--- src/rtl/rbuf_pkg.sv ---
package rbuf_pkg;
  typedef struct packed {
    logic valid;
    logic latest;
    logic ready;
  } rb_flags_t;
endpackage

--- src/rtl/rbuf_free_pick.sv ---
module rbuf_free_pick #(
  parameter int N  = 8,
  parameter int IW = 3
) (
  input  logic [N-1:0]  used,
  output logic          any_free,
  output logic [IW-1:0] idx
);
  always_comb begin
    any_free = 1'b0;
    idx      = '0;
    for (int i = N - 1; i >= 0; i--) begin
      if (!used[i]) begin
        any_free = 1'b1;
        idx      = IW'(i);
      end
    end
  end
endmodule

--- src/rtl/rbuf_cam.sv ---
module rbuf_cam #(
  parameter int N  = 8,
  parameter int IW = 3,
  parameter int AW = 5
) (
  input  logic                clk,
  input  logic                rst,
  input  logic [N-1:0]        valid,
  input  logic [N-1:0]        latest,
  input  logic [N-1:0][AW-1:0] areg,
  input  logic [AW-1:0]       key,
  output logic                hit,
  output logic [IW-1:0]       idx
);
  logic [N-1:0] match_vec;

  generate
    for (genvar g = 0; g < N; g++) begin : g_cmp
      assign match_vec[g] = valid[g] && latest[g] && (areg[g] == key);
    end
  endgenerate

  always_comb begin
    hit = 1'b0;
    idx = '0;
    for (int i = 0; i < N; i++) begin
      if (match_vec[i]) begin
        hit = 1'b1;
        idx = IW'(i);
      end
    end
  end

  AST_ONE_LATEST: assert property (@(posedge clk) disable iff (rst) $onehot0(match_vec));
endmodule

--- src/rtl/rbuf_values.sv ---
module rbuf_values #(
  parameter int N  = 8,
  parameter int IW = 3,
  parameter int DW = 32
) (
  input  logic          clk,
  input  logic          we,
  input  logic [IW-1:0] waddr,
  input  logic [DW-1:0] wdata,
  input  logic [IW-1:0] raddr,
  output logic [DW-1:0] rdata
);
  logic [DW-1:0] mem [N];

  always_ff @(posedge clk) begin
    if (we) mem[waddr] <= wdata;
    rdata <= mem[raddr];
  end
endmodule

--- src/rtl/rbuf_assoc_array.sv ---
module rbuf_assoc_array #(
  parameter int NUM_ENTRIES = 8,
  parameter int AREG_W      = 5,
  parameter int DATA_W      = 16,
  localparam int IDX_W      = (NUM_ENTRIES > 1) ? $clog2(NUM_ENTRIES) : 1
) (
  input  logic              clk,
  input  logic              rst,
  input  logic              alloc_en,
  input  logic [AREG_W-1:0] alloc_areg,
  output logic              alloc_ok,
  output logic [IDX_W-1:0]  alloc_idx,
  input  logic              wr_en,
  input  logic [IDX_W-1:0]  wr_idx,
  input  logic [DATA_W-1:0] wr_data,
  input  logic              lk_en,
  input  logic [AREG_W-1:0] lk_areg,
  output logic              lk_hit,
  output logic [IDX_W-1:0]  lk_idx,
  output logic              lk_rdy,
  output logic [DATA_W-1:0] lk_data,
  input  logic              rel_en,
  input  logic [IDX_W-1:0]  rel_idx,
  input  logic              flush
);
  import rbuf_pkg::*;

  rb_flags_t [NUM_ENTRIES-1:0]             flg_q;
  logic      [NUM_ENTRIES-1:0][AREG_W-1:0] areg_q;
  logic      [NUM_ENTRIES-1:0]             valid_q;
  logic      [NUM_ENTRIES-1:0]             latest_q;
  logic      [NUM_ENTRIES-1:0]             ready_q;

  generate
    for (genvar g = 0; g < NUM_ENTRIES; g++) begin : g_unpack
      assign valid_q[g]  = flg_q[g].valid;
      assign latest_q[g] = flg_q[g].latest;
      assign ready_q[g]  = flg_q[g].ready;
    end
  endgenerate

  logic             any_free;
  logic [IDX_W-1:0] free_idx;

  rbuf_free_pick #(.N(NUM_ENTRIES), .IW(IDX_W)) i_pick (
    .used     (valid_q),
    .any_free (any_free),
    .idx      (free_idx)
  );

  assign alloc_ok  = any_free;
  assign alloc_idx = free_idx;

  logic do_alloc;
  logic do_rel;
  logic do_wr;
  assign do_alloc = alloc_en && any_free && !flush;
  assign do_rel   = rel_en && valid_q[rel_idx] && !flush;
  assign do_wr    = wr_en && valid_q[wr_idx] && !flush;

  always_ff @(posedge clk) begin
    if (rst || flush) begin
      for (int i = 0; i < NUM_ENTRIES; i++) flg_q[i] <= '0;
    end else begin
      for (int i = 0; i < NUM_ENTRIES; i++) begin
        if (do_alloc && free_idx == IDX_W'(i)) begin
          flg_q[i].valid  <= 1'b1;
          flg_q[i].latest <= 1'b1;
          flg_q[i].ready  <= 1'b0;
          areg_q[i]       <= alloc_areg;
        end else if (do_rel && rel_idx == IDX_W'(i)) begin
          flg_q[i].valid  <= 1'b0;
          flg_q[i].latest <= 1'b0;
        end else begin
          if (do_wr && wr_idx == IDX_W'(i)) flg_q[i].ready <= 1'b1;
          if (do_alloc && valid_q[i] && areg_q[i] == alloc_areg) flg_q[i].latest <= 1'b0;
        end
      end
    end
  end

  logic             cam_hit;
  logic [IDX_W-1:0] cam_idx;

  rbuf_cam #(.N(NUM_ENTRIES), .IW(IDX_W), .AW(AREG_W)) i_cam (
    .clk    (clk),
    .rst    (rst),
    .valid  (valid_q),
    .latest (latest_q),
    .areg   (areg_q),
    .key    (lk_areg),
    .hit    (cam_hit),
    .idx    (cam_idx)
  );

  rbuf_values #(.N(NUM_ENTRIES), .IW(IDX_W), .DW(DATA_W)) i_vals (
    .clk   (clk),
    .we    (do_wr),
    .waddr (wr_idx),
    .wdata (wr_data),
    .raddr (cam_idx),
    .rdata (lk_data)
  );

  always_ff @(posedge clk) begin
    if (rst) begin
      lk_hit <= 1'b0;
      lk_idx <= '0;
      lk_rdy <= 1'b0;
    end else begin
      lk_hit <= lk_en && cam_hit;
      lk_idx <= cam_idx;
      lk_rdy <= lk_en && cam_hit && ready_q[cam_idx];
    end
  end

  AST_FULL_HOLDS: assert property (@(posedge clk) disable iff (rst)
    (alloc_en && !alloc_ok && !rel_en && !flush) |=> (valid_q == $past(valid_q)));
  AST_REL_FREES: assert property (@(posedge clk) disable iff (rst)
    (rel_en && valid_q[rel_idx] && !flush) |=> !valid_q[$past(rel_idx)]);
  AST_FLUSH_EMPTY: assert property (@(posedge clk) disable iff (rst)
    flush |=> (valid_q == '0));
  AST_WRITE_READY: assert property (@(posedge clk) disable iff (rst)
    (wr_en && valid_q[wr_idx] && !flush && !(rel_en && rel_idx == wr_idx))
      |=> ready_q[$past(wr_idx)]);
  AST_HIT_REQ: assert property (@(posedge clk) disable iff (rst)
    !lk_en |=> !lk_hit);
endmodule

--- config.mk ---
export PLATFORM = sky130hd
export DESIGN_NAME = rbuf_assoc_array
export DESIGN_NICKNAME = d
export VERILOG_FILES = /design/src/rtl/rbuf_pkg.sv /design/src/rtl/rbuf_free_pick.sv /design/src/rtl/rbuf_cam.sv /design/src/rtl/rbuf_values.sv /design/src/rtl/rbuf_assoc_array.sv
export SDC_FILE = /design/constraint.sdc
export NUM_CORES = 1
export LEC_CHECK = 0
export BUFFER_PORTS_ARGS = -buffer_cell sky130_fd_sc_hd__buf_2
export CAP_MARGIN = 20
export CORE_AREA = 8 8 133 135
export CTS_CLUSTER_DIAMETER = 100
export DETAILED_ROUTE_END_ITERATION = 12
export DIE_AREA = 0 0 141 143
export PLACE_DENSITY_LB_ADDON = 0.3
export SYNTH_ARGS = -nofsm -noshare
export SYNTH_HDL_FRONTEND = slang
export SYNTH_SLANG_ARGS = --single-unit
--- constraint.sdc ---
create_clock -name clk -period 3.4 [get_ports clk]
set_input_delay 0.17 -clock clk [delete_from_list [all_inputs] [get_ports clk]]
set_output_delay 0.17 -clock clk [all_outputs]
set_load 0.005 [all_outputs]
==> flow_metrics.py <==
metrics = {
    "outcome": {
        "status": "finished, final reports clean",
    },
    "sta": {
        "max_slew_margin": 0.380,
        "fmax_ghz": 0.344,
        "rsz0062_at_grt": "false",
        "hold_violations": 0,
        "report.final.setup_viol": 0,
        "tns_ns": 0,
        "report.final.slew_viol_count": 0,
        "fin_skew_ns": 0.0137,
        "worstMarginPinSlew_ns": 0.930,
        "finalCriticalPeriod_ns": 2.90,
        "worst_hold_slack_ns": 0.0451,
        "fin_crit_sh": 0.854,
    },
    "layout": {
        "fin_nets": 818,
        "nFillCells": 1090,
        "drive_gt1_frac": 0.203,
        "fin_util": 0.674,
        "area_growth_pct": 14.2,
        "finish.instance_area_um2": 10500,
        "antenna_cells": 0,
    },
    "power": {
        "leakagePower_nw": 3.67,
        "powerDensity_nw_per_um2": 489,
        "vdd_drop_max_mv": 0.457,
        "finalPower_mw": 5.13,
    },
    "clock_network": {
        "cts_resized": 0,
        "clk_latency_ns": 0.50,
        "cts.sinks": 213,
        "cts_tree": "built",
        "cts-buffers-inserted": 21,
        "path_clk_slew_ns": 0.06,
        "clock_path_buffers": 3,
        "cts-root-buf": "clkbuf_16",
        "post-cts-setup-buffers": 0,
        "htreeDepth": 1,
    },
    "die": {
        "coreArea_um2": 15600,
        "start_util": 0.590,
        "dieArea_um2": 20200,
        "dieWidth_um": 141,
        "ioPinCount": 64,
        "die_h_um": 143,
        "row_count": 46,
    },
    "worst_setup_path": {
        "path_class": "reg -> reg",
        "crit_arrival_ns": 3.28,
        "max_stage_delay_ns": 0.64,
        "cp_max_fo": 24,
        "rr_startpoint": "areg_q[14]",
        "worst_setup_path_end_kind": "register",
        "critPathBufInv": 1,
        "cp.required_ns": 3.78,
        "crit_path_start": "areg_q[14]",
        "crit_path_start_kind": "register",
        "slowest_stage": "a211o_1",
        "crit_family": "simple AND/OR/NAND/NOR gates",
        "path_cells": "xor2_1 > nor4_2 > nand4_1 > a211o_1 > buf_4 > a21oi_1 > a211oi_1 > nor4_1",
    },
    "grt": {
        "grt_overflow_total": 0,
        "antenna_found_initial": 0,
        "grt_pass1_wl_mm": 34.1,
        "grt_pass1_vias": 6115,
        "grt_use_total": 0.216,
        "grt_max_degree": 61,
    },
    "synthesis": {
        "async_flop_share": 0,
        "synth-edff-count": 168,
        "avgSynthCellArea_um2": 13.1,
        "synth.most_common_cell": "edfxtp_1",
        "synth-simple-area-share": 0.112,
        "yosys-top-cells-area": "edfxtp_1 (55%), dfxtp_1 (9.8%), xor2_1 (4.6%), a211oi_1 (3.7%), a21oi_1 (3.2%)",
        "post_synth_instance_area_um2": 9200,
        "syn_nets": 743,
        "synth_commonest_cells": "edfxtp_1 (168), nand2_1 (69), a21oi_1 (58), xor2_1 (48)",
        "synth-seq-area-share": 0.646,
        "muxShareOfSynthArea": 0.00979,
        "synth_top_cell_by_area": "edfxtp_1",
        "yosys_register_bits": 213,
        "synth-compound-area-share": 0.123,
        "synthAdderAreaFrac": 0,
        "synth.top_cell.area_share": 0.548,
        "yosys_warnings": 0,
        "synth_top_family_by_area": "compound AO/OA/AOI/OAI gates",
        "synth_cell_types": 50,
        "synthCells": 704,
        "synthXorXnorAreaFrac": 0.0761,
        "ys.flop_type": "edfxtp_1",
    },
    "hold_path": {
        "worst_hold_path_type": "in -> reg",
        "min-delay-start": "lk_en",
    },
    "drt": {
        "drtIter0Drc": 452,
        "ant_nets": 0,
        "wl_mm": 21.7,
        "drtPass1Iterations": 5,
        "vias": 6097,
        "post_drt_wl_per_cell_um": 21.5,
        "drc": 0,
        "vias_per_cell": 6.04,
    },
    "flow_run": {
        "drv_cap": 0,
    },
    "place": {
        "dpl.hpwl_mm": 13.8,
        "dpl_cell_area_um2": 9670,
        "routabilityCongestion": 0.889,
        "portBuffers": 63,
    },
}
[where the power goes]
group / total (mW) / switching (mW) / internal (mW) / leakage (nW)
clock network: 2.16 / 0.923 / 1.23 / 0.313
registers: 2.81 / 0.00291 / 2.81 / 1.88
logic: 0.168 / 0.104 / 0.0639 / 1.48
total: 5.13 / 1.03 / 4.10 / 3.67
[worst paths after layout]
path / endpoint / slack (ns) / depth (start not counted)
min reg2reg: flg_q[1] / 0.46 / 2
max: i_vals.rdata[0] / 0.50 / 8
min: lk_hit / 0.05 / 3
max reg2reg: i_vals.rdata[0] / 0.50 / 8
[logic make-up (layout without fill, tap and decap cells)]
| group | Yosys count | count (layout) |
|---|---|---|
| buffers and inverters | 54 | 143 |
| DFF | 213 | 213 |
| muxes | 4 | 4 |
| AOI/OAI and AO/OA | 166 | 166 |
| xor gates and xnor gates | 80 | 80 |
| and+or+nand+nor | 187 | 187 |
[repair_timing]
| item | CTS | global route |
|---|---|---|
| endpoints found under the setup margin | 0 | 0 |
| endpoints found under the hold margin | 131 | 0 |
| hold buffers | 17 | 0 |
[sequential cells by signal, indices dropped and copies added (netlist names)]
signal,count
lk_idx,3
i_vals.mem,128
lk_hit,1
i_vals.rdata,16
flg_q,24
lk_rdy,1
areg_q,40
[worst reg2reg max path, delay by kind of cell (launching register included)]
family / cells / cell delay, ns
xor+xnor: 1 / 0.18
buf+inv: 1 / 0.37
flops: 1 / 0.44
compound gates: 3 / 0.88
simple gates: 3 / 0.92
[layer usage]
metal,global-route usage,vias to the layer above,part of all wire
met2,0.382,219,0.52
met5,0,-,0
met3,0.0314,49,0.053
li1,-,2806,-
met1,0.263,3023,0.40
met4,0.0809,0,0.028
[per-stage QoR]
stage | worst slack, ns | instances
detailed placement | 0.469 | 954
global placement | 0.581 | 954
finish | 0.496 | 1009
floorplan | 0.834 | 704
global route | 0.313 | 1009
CTS | 0.439 | 1008
[cell usage in the layout, fill, tap and decap left out, types with 7 or more instances in the layout]
cell type and count:
nand3_1 14, edfxtp_1 168, nand2_1 69, nor4_2 13, a211oi_1 45, clkbuf_1 8
xor2_1 48, a211oi_2 8, nor2_1 24, nor4_1 16, buf_4 18, nand4_1 16
dfxtp_1 45, xnor2_1 32, inv_1 7, buf_2 63, o22ai_1 17, a21oi_1 58
clkbuf_16 21, dlygate4sd3_1 17, o21ai_0 8
[final cells by class]
cell class | instances | area, µm² | share of cell area
repair buffers | 99 | 648 | 0.0617
multi-input cells | 437 | 2980 | 0.284
well taps | 216 | 270 | 0.0257
clock buffers | 33 | 611 | 0.0581
clock inverters | 4 | 23.8 | 0.00226
flip-flops and latches | 213 | 5950 | 0.566
inverters | 7 | 26.3 | 0.00250
No activity file was read; power rests on OpenSTA's default activity.
